## src/rtl/irda_pkg.sv

```systemverilog
package irda_pkg;
  typedef enum logic {
    WIDTH_SHORT = 1'b0,
    WIDTH_FIXED = 1'b1
  } width_mode_e;
endpackage

```

## src/rtl/irda_tx_sync.sv

```systemverilog
// Two-flop synchronizer on the transmit line plus falling-edge detect.
module irda_tx_sync (
  input  logic clk,
  input  logic rst_n,
  input  logic txd,
  output logic line,
  output logic fall
);
  logic s1_q, s2_q, prev_q;

  always_ff @(posedge clk or negedge rst_n) begin
    if (!rst_n) begin
      s1_q   <= 1'b1;
      s2_q   <= 1'b1;
      prev_q <= 1'b1;
    end else begin
      s1_q   <= txd;
      s2_q   <= s1_q;
      prev_q <= s2_q;
    end
  end

  assign line = s2_q;
  assign fall = prev_q & ~s2_q;
endmodule

```

## src/rtl/irda_bit_phase.sv

```systemverilog
// Bit-phase counter in 16x strobes, realigned on each falling edge.
module irda_bit_phase #(
  parameter int TICKS      = 16,
  parameter int START_TICK = 7,
  localparam int PW        = $clog2(TICKS)
) (
  input  logic          clk,
  input  logic          rst_n,
  input  logic          tick,
  input  logic          fall,
  input  logic          line,
  output logic [PW-1:0] phase,
  output logic          run,
  output logic          start,
  output logic          clamp
);
  localparam int DECIDE_IDX = START_TICK - 1;
  localparam int CLAMP_IDX  = (START_TICK + TICKS - 2) % TICKS;

  logic [PW-1:0] phase_q, phase_n;
  logic          run_q, run_n;
  logic          at_decide;

  assign at_decide = (phase_q == PW'(DECIDE_IDX));

  always_comb begin
    phase_n = phase_q;
    run_n   = run_q;
    if (fall) begin
      phase_n = '0;
      run_n   = 1'b1;
    end else if (tick) begin
      phase_n = (phase_q == PW'(TICKS - 1)) ? '0 : phase_q + 1'b1;
      if (run_q && at_decide && line) run_n = 1'b0;
    end
  end

  always_ff @(posedge clk or negedge rst_n) begin
    if (!rst_n) begin
      phase_q <= '0;
      run_q   <= 1'b0;
    end else begin
      phase_q <= phase_n;
      run_q   <= run_n;
    end
  end

  assign phase = phase_q;
  assign run   = run_q;
  assign start = tick & run_q & ~fall & ~line & at_decide;
  assign clamp = tick & (phase_q == PW'(CLAMP_IDX));
endmodule

```

## src/rtl/irda_pulse_timer.sv

```systemverilog
// Times the pulse: SHORT_TICKS strobes, or FIXED_CYCLES clocks clamped by phase.
module irda_pulse_timer
  import irda_pkg::*;
#(
  parameter int SHORT_TICKS  = 3,
  parameter int FIXED_CYCLES = 160,
  localparam int MAXC        = (FIXED_CYCLES > SHORT_TICKS) ? FIXED_CYCLES : SHORT_TICKS,
  localparam int CW          = $clog2(MAXC + 1)
) (
  input  logic clk,
  input  logic rst_n,
  input  logic tick,
  input  logic fall,
  input  logic start,
  input  logic clamp,
  input  logic width_sel,
  output logic pulse,
  output logic fixed_mode
);
  logic          out_q, out_n;
  logic [CW-1:0] cnt_q, cnt_n;
  width_mode_e   mode_q, mode_n;

  always_comb begin
    out_n  = out_q;
    cnt_n  = cnt_q;
    mode_n = mode_q;
    if (fall) begin
      out_n = 1'b0;
    end else if (start) begin
      out_n  = 1'b1;
      cnt_n  = '0;
      mode_n = width_sel ? WIDTH_FIXED : WIDTH_SHORT;
    end else if (out_q) begin
      if (clamp) begin
        out_n = 1'b0;
      end else if (mode_q == WIDTH_FIXED) begin
        if (cnt_q == CW'(FIXED_CYCLES - 1)) out_n = 1'b0;
        else                                cnt_n = cnt_q + 1'b1;
      end else if (tick) begin
        if (cnt_q == CW'(SHORT_TICKS - 1)) out_n = 1'b0;
        else                               cnt_n = cnt_q + 1'b1;
      end
    end
  end

  always_ff @(posedge clk or negedge rst_n) begin
    if (!rst_n) begin
      out_q  <= 1'b0;
      cnt_q  <= '0;
      mode_q <= WIDTH_SHORT;
    end else begin
      out_q  <= out_n;
      cnt_q  <= cnt_n;
      mode_q <= mode_n;
    end
  end

  assign pulse      = out_q;
  assign fixed_mode = (mode_q == WIDTH_FIXED);
endmodule

```

## src/rtl/irda_sir_encoder.sv

```systemverilog
module irda_sir_encoder #(
  parameter int TICKS        = 16,
  parameter int START_TICK   = 7,
  parameter int SHORT_TICKS  = 3,
  parameter int FIXED_CYCLES = 160,
  localparam int PW          = $clog2(TICKS)
) (
  input  logic clk,
  input  logic rst_n,
  input  logic tick16,
  input  logic txd,
  input  logic width_sel,
  output logic ir_out
);
  logic          line_w, fall_w, run_w, start_w, clamp_w, fixed_w;
  logic [PW-1:0] phase_w;

  irda_tx_sync u_sync (
    .clk(clk), .rst_n(rst_n), .txd(txd), .line(line_w), .fall(fall_w)
  );

  irda_bit_phase #(.TICKS(TICKS), .START_TICK(START_TICK)) u_phase (
    .clk(clk), .rst_n(rst_n), .tick(tick16), .fall(fall_w), .line(line_w),
    .phase(phase_w), .run(run_w), .start(start_w), .clamp(clamp_w)
  );

  irda_pulse_timer #(.SHORT_TICKS(SHORT_TICKS), .FIXED_CYCLES(FIXED_CYCLES)) u_timer (
    .clk(clk), .rst_n(rst_n), .tick(tick16), .fall(fall_w), .start(start_w),
    .clamp(clamp_w), .width_sel(width_sel), .pulse(ir_out), .fixed_mode(fixed_w)
  );
endmodule

```

## config.mk

```make
export PLATFORM = sky130hd
export DESIGN_NAME = irda_sir_encoder
export DESIGN_NICKNAME = d
export VERILOG_FILES = /design/src/rtl/irda_pkg.sv /design/src/rtl/irda_tx_sync.sv /design/src/rtl/irda_bit_phase.sv /design/src/rtl/irda_pulse_timer.sv /design/src/rtl/irda_sir_encoder.sv
export SDC_FILE = /design/constraint.sdc
export NUM_CORES = 1
export LEC_CHECK = 0
export ABC_AREA = 1
export BUFFER_PORTS_ARGS = -buffer_cell sky130_fd_sc_hd__clkbuf_2
export CAP_MARGIN = 20
export CORE_MARGIN = 2
export CORE_UTILIZATION = 35
export DETAILED_ROUTE_END_ITERATION = 7
export GPL_ROUTABILITY_DRIVEN = 1
export HOLD_SLACK_MARGIN = 0.05
export PLACE_DENSITY = 0.59
export SETUP_SLACK_MARGIN = 0.4
export SYNTH_ARGS = -nofsm -noshare
export SYNTH_HDL_FRONTEND = slang
export SYNTH_HIERARCHICAL = 1
export SYNTH_SLANG_ARGS = --single-unit
```

## constraint.sdc

```tcl
create_clock -name clk -period 1.7 [get_ports clk]
set_input_delay 0.255 -clock clk [delete_from_list [all_inputs] [get_ports clk]]
set_output_delay 0.255 -clock clk [all_outputs]
set_load 0.005 [all_outputs]
```

==> impl_table.tex, run 1 <==
\begin{tabular}{lr}
\hline
Metric & Value \\
\hline
\multicolumn{2}{l}{\textbf{Logic synthesis}} \\
Cells after Synth & 155 \\
Number of distinct library cells after synthesis & 22 \\
Mean instance size in the synthesized netlist & 7.34 um2 \\
Number of warning messages in the yosys log & 6 \\
Post-synthesis register bit count & 18 \\
Seq/Total Area, Yosys & 39.9\% \\
Post-synth design cell area & 0.00114 mm2 \\
Net count of the mapped netlist & 165 \\
\multicolumn{2}{l}{\textbf{GRT}} \\
Global router's overall resource usage & 16.4\% \\
Via count of the first global-routing pass & 1024 \\
Maximum number of pins on one net before global-route repair & 19 \\
Initial antenna violation count & 0 \\
First-pass GRT wire length & 4550 um \\
Remaining global-route overflow & 0 \\
\multicolumn{2}{l}{\textbf{Critical path}} \\
CP required & 1.90 ns \\
Destination of the critical timing path & u\_timer/cnt\_q[6] \\
Highest-delay cell along the critical path & dfstp\_2 \\
Cell repeated most along the worst path & nand2\_1 \\
FF-to-FF setup slack & -0.03 ns \\
Number of cells on the worst reg-to-reg path & 10 \\
CP cell instances & nor2\_4 -> inv\_2 -> nand2\_2 -> nor3\_2 -> buf\_6 -> inv\_4 -> a21oi\_4 -> nand3\_4 -> nand2\_1 -> nand2\_1 \\
Element type at the critical path start & register \\
Critical register-to-register path endpoint & u\_timer/cnt\_q[6] \\
R2r startpoint & u\_sync/line \\
Type of the setup path with the least slack & reg -> reg \\
Crit path launch & u\_sync/line \\
Critical-path maximum fanout & 8 \\
Worst path arrival time & 1.93 ns \\
CP max stage delay & 0.57 ns \\
Worst setup EP type & register \\
\multicolumn{2}{l}{\textbf{Clock tree}} \\
Number of buffers between clock root and the deepest sink & 2 \\
Clock tree from TritonCTS & built \\
Clock net sink count & 18 \\
Insertion delay to the later sink of the worst-skew pair & 0.30 ns \\
CTS Root Cell & clkbuf\_4 \\
CTS H-Tree Depth & 1 \\
Clock edge transition at the registers on the reported setup and hold paths & 0.11 ns \\
Num CTS Buffers & 3 \\
\multicolumn{2}{l}{\textbf{Detailed routing}} \\
Number of vias per cell after detailed routing & 4.62 \\
Average wire length per cell after detail routing & 11.2 um \\
Number of optimization iterations in the first detailed-route pass & 4 \\
Initial DRC count & 34 \\
Drc violations & 0 \\
Total number of vias & 1062 \\
Post-detailed-routing wire length & 2580 um \\
Routed Antenna Nets & 0 \\
\multicolumn{2}{l}{\textbf{Cells and area}} \\
End-of-flow core utilization & 50.0\% \\
Post-layout nets & 197 \\
Layout-stage area growth over the synthesis result & 35.3\% \\
Leading cell types in the layout, fill and taps excluded & nand2\_1 (35), nor2\_1 (20), nand3\_1 (17), dfrtp\_1 (15), inv\_1 (14) \\
Fraction of layout instances using a drive strength above 1 & 36.6\% \\
Most common cell after layout, fill and taps aside & nand2\_1 \\
Count of antenna diodes in the layout & 0 \\
\multicolumn{2}{l}{\textbf{Floorplan}} \\
Core area & 0.00308 mm2 \\
I/O pin total & 6 \\
Die area & 0.00372 mm2 \\
Starting density of the core & 37.0\% \\
Standard-cell row count & 20 \\
Overall die height & 61.0 um \\
Die width & 61.0 um \\
\multicolumn{2}{l}{\textbf{Timing}} \\
Worst clock skew & 0.00825 ns \\
Maximum clock frequency & 578 MHz \\
Crit path setup slack, layout & -0.0290 ns \\
Final cycle utilization of the critical path & 102\% \\
Remaining max-slew budget at the tightest pin & 70.5\% \\
Final setup violation count & 8 \\
Minimum clock period & 1.73 ns \\
Setup repair after global routing missed its margin & yes \\
Worst-margin pin slew & 0.443 ns \\
Endpoints failing hold & 0 \\
Slew Viols, Final & 0 \\
\multicolumn{2}{l}{\textbf{Power and ir drop}} \\
Net Sw Frac & 32.4\% \\
Peak supply drop & 0.000277 V \\
Fraction of power consumed by the clock network & 23.3\% \\
Net Sw Power & 0.327 mW \\
Sequential group share of total power & 50.7\% \\
Power Density & 654 mW/mm2 \\
Static Leakage & 0.759 nW \\
Combinational fraction of design power & 26.0\% \\
Internal Pwr Total & 0.680 mW \\
\multicolumn{2}{l}{\textbf{Placement}} \\
Routability congestion estimate & 0.822 \\
Port Buf Inserts & 5 \\
Half-perimeter wire length of the detailed placement result & 1700 um \\
Pre-CTS setup slack & -0.0134 ns \\
\multicolumn{2}{l}{\textbf{Min path}} \\
Kind of path behind the tightest hold check & in -> reg \\
Min-Delay Startpoint & width\_sel \\
\multicolumn{2}{l}{\textbf{Status}} \\
Outcome & finished, violations left \\
Violated checks & setup timing \\
\multicolumn{2}{l}{\textbf{Flow run}} \\
Max-cap violations & 0 \\
\hline
\end{tabular}
==> power groups by stage <==
stage / logic [mW] / clock network (mW) / registers (mW)
floorplan: 0.118 / 0 / 0.516
global placement: 0.204 / 0 / 0.513
detailed placement: 0.208 / 0 / 0.514
CTS: 0.232 / 0.248 / 0.507
global route: 0.297 / 0.263 / 0.517
finish: 0.261 / 0.235 / 0.511
==> metal layers <==
metal / wire length, um / global-route usage [%] / share of wire, %
met5: 0 / 0 / 0
met2: 1160 / 25.5 / 45
met4: 48 / 6.52 / 1.9
met3: 63 / 3.41 / 2.4
met1: 1300 / 22.2 / 51
==> state kept, by name (all words and copies together), names as in the netlist <==
register and cells:
u_timer/cnt_q 8, u_sync/s1_q 1, u_timer/pulse 1, u_timer/fixed_mode 1, u_phase/run 1, u_phase/phase 4
u_sync/line 1, u_sync/prev_q 1
==> area by class of cell <==
| class | instances | area (um2) |
|---|---|---|
| fillers | 290 | 1540 |
| multi-input cells | 117 | 684 |
| flip-flops and latches | 18 | 454 |
| repair buffers | 28 | 245 |
| inverters | 19 | 73.8 |
| well taps | 44 | 55.1 |
| clock buffers | 4 | 26.3 |
==> synth_stat cells <==
master	count	share of area [%]
nand2_1	39	13
nor2_1	24	7.9
nand3_1	20	8.8
inv_1	16	5.3
dfrtp_1	15	33
nand2_2	6	3.3
a21oi_1	5	2.2
ha_1	5	5.5
dfstp_2	3	6.9
inv_2	3	0.99
nor2_2	3	1.7
nor3_1	3	1.3
nor2_4	2	2.0
o21ai_0	2	0.88
o21ai_1	2	0.88
a21oi_2	1	0.77
a21oi_4	1	1.4
buf_4	1	0.66
nand3_4	1	1.5
nand4_1	1	0.55
nor3_2	1	0.88
o21a_1	1	0.66
==> what timing repair did <==
item,4_1_cts,5_1_grt
buffers inserted,10,1
resized for setup,5,24
setup endpoints to repair,10,12
hold endpoints to repair,16,0
hold buffers,2,0
pin swaps,10,7
==> critical path: cells and delay by family, from the launching register on <==
family / cells / cell delay (ns)
AND/OR/NAND/NOR: 6 / 0.59
flip-flops: 1 / 0.57
buffers and inverters: 3 / 0.28
AO/OA/AOI/OAI: 1 / 0.20
==> through the flow <==
stage | total power, mW | hold WS, ns | instance area (um2) | std cells | TNS (ns)
final | 1.01 | 0.209 | 1540 | 230 | -0.189
after global placement | 0.717 | 0.225 | 1310 | 213 | 0
after detailed placement | 0.722 | 0.233 | 1310 | 213 | -0.0692
after global routing | 1.08 | 0.211 | 1540 | 230 | -1.10
after floorplan | 0.634 | -0.0406 | 1150 | 155 | 0
after CTS | 0.988 | 0.172 | 1450 | 229 | 0
==> kinds of logic (layout without fill, tap and decap cells) <==
group / Yosys count / count (layout) / share of synthesized area (%)
simple gates: 100 / 100 / 40.8
buf+inv: 20 / 51 / 6.93
flops: 18 / 18 / 39.9
compound gates: 12 / 12 / 6.82
fa+ha+maj: 5 / 5 / 5.50
==> worst min path at each step <==
stage                         end  slack, ns  depth (start not counted)
2_1_floorplan    u_phase/phase[0]      -0.04                          0
3_3_place_gp     u_phase/phase[0]       0.23                          1
3_5_place_dp     u_phase/phase[0]       0.23                          1
4_1_cts        u_timer/fixed_mode       0.17                          3
5_1_grt        u_timer/fixed_mode       0.21                          3
6_report       u_timer/fixed_mode       0.21                          3
(Power assumes the default switching activity.)
==> run 2, diff against run 1 <==
- CTS_CLUSTER_DIAMETER: unset -> 40
- PLACE_DENSITY: 0.59 -> 0.58
- clock period: 1.7 -> 2.08 ns (I/O delays scaled with it)
==> impl_table.tex, run 2 (synthesis results as in run 1) <==
\begin{tabular}{lr}
\hline
Metric & Value \\
\hline
\multicolumn{2}{l}{\textbf{Min path}} \\
Cell depth of the worst hold path & 1 (-2) \\
Worst hold endpoint & u\_sync/s1\_q \\
Min-Delay Startpoint & txd \\
Kind of path behind the tightest hold check & in -> reg \\
\multicolumn{2}{l}{\textbf{Floorplan}} \\
Core area & 0.00308 mm2 (unchanged) \\
Die width & 61.0 um (unchanged) \\
I/O pin total & 6 (unchanged) \\
Die area & 0.00372 mm2 (unchanged) \\
Standard-cell row count & 20 (unchanged) \\
Overall die height & 61.0 um (unchanged) \\
Starting density of the core & 37.0\% (unchanged) \\
\multicolumn{2}{l}{\textbf{Clock tree}} \\
CTS H-Tree Depth & 1 (unchanged) \\
Clock tree from TritonCTS & built \\
Insertion delay to the later sink of the worst-skew pair & 0.30 ns (about the same) \\
Number of buffers between clock root and the deepest sink & 2 (unchanged) \\
Num CTS Buffers & 3 (unchanged) \\
Clock edge transition at the registers on the reported setup and hold paths & 0.10 ns (about the same) \\
Clock net sink count & 18 (unchanged) \\
CTS Root Cell & clkbuf\_4 \\
\multicolumn{2}{l}{\textbf{Cells and area}} \\
Leading cell types in the layout, fill and taps excluded & nand2\_1 (36), nor2\_1 (20), inv\_1 (14), nand3\_1 (13), dfrtp\_1 (13) \\
Cell area after layout & 0.00149 mm2 (-3.3\%) \\
Post-layout nets & 191 (-3.0\%) \\
Max FFs per register & 8 (unchanged) \\
Fraction of layout instances using a drive strength above 1 & 36.1\% (-0.45 points) \\
Filler cells & 306 (+5.5\%) \\
Largest reg by FF count & u\_timer/cnt\_q \\
Layout-stage area growth over the synthesis result & 30.9\% \\
Most common cell after layout, fill and taps aside & nand2\_1 \\
Count of antenna diodes in the layout & 0 (unchanged) \\
End-of-flow core utilization & 48.4\% (-1.6 points) \\
\multicolumn{2}{l}{\textbf{Flow run}} \\
Max-cap violations & 0 (unchanged) \\
\multicolumn{2}{l}{\textbf{Power and ir drop}} \\
Static Leakage & 0.717 nW (-5.5\%) \\
Sequential group share of total power & 50.7\% (about the same) \\
Peak supply drop & 0.000326 V (+18\%) \\
Combinational fraction of design power & 22.8\% (-3.2 points) \\
Internal Pwr Total & 0.574 mW (-16\%) \\
Net Sw Power & 0.269 mW (-18\%) \\
Power Density & 566 mW/mm2 (-13\%) \\
Fraction of power consumed by the clock network & 26.5\% (+3.2 points) \\
Net Sw Frac & 31.9\% (-0.56 points) \\
\multicolumn{2}{l}{\textbf{Critical path}} \\
Highest-delay cell along the critical path & dfstp\_2 \\
Number of cells on the worst reg-to-reg path & 11 (+1) \\
Worst path arrival time & 2.02 ns (+0.09 ns) \\
Element type at the critical path start & register \\
FF-to-FF setup slack & 0.30 ns (+0.32 ns) \\
R2r startpoint & u\_sync/line \\
CP max stage delay & 0.57 ns (about the same) \\
CP required & 2.32 ns (+0.42 ns) \\
Cell repeated most along the worst path & nor2\_4 \\
Crit path launch & u\_sync/line \\
CP cell instances & nor2\_4 -> inv\_2 -> nand2\_2 -> nor3\_2 -> buf\_6 -> nor2\_4 -> nand3\_2 -> nand2\_2 -> nor2\_4 -> nand3\_2 -> nand2\_1 \\
Critical register-to-register path endpoint & u\_timer/cnt\_q[0] \\
Worst setup EP type & register \\
Critical-path maximum fanout & 8 (unchanged) \\
Type of the setup path with the least slack & reg -> reg \\
\multicolumn{2}{l}{\textbf{Placement}} \\
Half-perimeter wire length of the detailed placement result & 1580 um (-7.0\%) \\
Cell area reported after detailed placement & 0.00123 mm2 (-6.1\%) \\
Port Buf Inserts & 5 (unchanged) \\
Routability congestion estimate & 0.877 (+6.7\%) \\
\multicolumn{2}{l}{\textbf{Detailed routing}} \\
Average wire length per cell after detail routing & 11.6 um (+3.6\%) \\
Number of vias per cell after detailed routing & 4.63 (+0.36\%) \\
Routed Antenna Nets & 0 (unchanged) \\
Drc violations & 0 (unchanged) \\
Initial DRC count & 36 (+5.9\%) \\
Post-detailed-routing wire length & 2600 um (+0.93\%) \\
Total number of vias & 1038 (-2.3\%) \\
Number of optimization iterations in the first detailed-route pass & 4 (unchanged) \\
\multicolumn{2}{l}{\textbf{Timing}} \\
Setup repair after global routing missed its margin & yes \\
Worst clock skew & 0.0118 ns (+0.00357 ns) \\
Slew Viols, Final & 0 (unchanged) \\
Setup total negative slack & 0 ns (+0.189 ns) \\
Endpoints failing hold & 0 (unchanged) \\
Final setup violation count & 0 (-8) \\
Fin Hold WS & 0.0865 ns (-0.123 ns) \\
Remaining max-slew budget at the tightest pin & 69.5\% (-0.93 points) \\
Minimum clock period & 1.78 ns (+0.0558 ns) \\
Maximum clock frequency & 560 MHz (-3.1\%) \\
Worst-margin pin slew & 0.457 ns (+0.0139 ns) \\
Final cycle utilization of the critical path & 85.8\% (-16 points) \\
\multicolumn{2}{l}{\textbf{GRT}} \\
Remaining global-route overflow & 0 (unchanged) \\
Initial antenna violation count & 0 (unchanged) \\
First-pass GRT wire length & 4250 um (-6.5\%) \\
Via count of the first global-routing pass & 951 (-7.1\%) \\
Maximum number of pins on one net before global-route repair & 19 (unchanged) \\
Global router's overall resource usage & 15.8\% (-0.59 points) \\
\multicolumn{2}{l}{\textbf{Status}} \\
Outcome & finished, final reports clean \\
\hline
\end{tabular}
run 2: changes by cell type in the layout (fill, tap and decap cells not counted), sizes merged:
cell	change
buf	-6
a21oi	+1
dlygate4sd3	-1
run 2: critical path, delay by kind of cell, from the launching register on:
family | cells | cell delay, ns
buffers and inverters | 2 | 0.24
flip-flops | 1 | 0.57
AND/OR/NAND/NOR | 9 | 0.91
run 2: area by class of cell:
class                      count  area (um2)  share of cell area [%]
tap                           44        55.1                    3.70
multi-input combinational    118         692                    46.5
inverter                      19        73.8                    4.96
sequential                    18         457                    30.7
clock buffer                   4        36.3                    2.44
timing repair buffer          21         175                    11.8
run 2: power by group through the flow:
stage | combinational, mW | clock [mW] | sequential, mW
after floorplan | 0.0976 | 0 | 0.422
after global placement | 0.130 | 0 | 0.430
after detailed placement | 0.129 | 0 | 0.433
after CTS | 0.176 | 0.234 | 0.425
after global routing | 0.214 | 0.250 | 0.432
final | 0.192 | 0.224 | 0.427
run 2: worst max-delay path by stage:
| stage | end |
|---|---|
| global route | u_timer/cnt_q[0] |
| finish | u_timer/cnt_q[0] |
| CTS | u_timer/cnt_q[4] |
| global placement | u_timer/cnt_q[0] |
| floorplan | u_timer/cnt_q[5] |
| detailed placement | u_timer/cnt_q[0] |
run 2: what timing repair did:
item | in CTS | in global routing
gates cloned | 1 | 0
pin swaps | 14 | 11
resized for setup | 13 | 10
hold buffers | 1 | 0
setup buffers | 12 | 2
setup endpoints to repair | 8 | 9
hold endpoints to repair | 15 | 0
run 2: stage by stage:
step | cells | setup slack (ns) | total power [mW]
after detailed placement | 204 | 0.245 | 0.562
after global placement | 204 | 0.264 | 0.560
after CTS | 222 | 0.336 | 0.835
after global routing | 224 | 0.158 | 0.896
final | 224 | 0.295 | 0.843
after floorplan | 155 | 0.406 | 0.519
run 2: per-layer routing:
layer | GRT usage (%) | vias up | wire (um) | part of all wire, %
li1 | - | 541 | - | -
met1 | 19.9 | 469 | 1180 | 45
met2 | 25.0 | 24 | 1270 | 49
met3 | 4.69 | 4 | 110 | 4.2
met4 | 6.83 | 0 | 40 | 1.5
met5 | 0 | - | 0 | 0
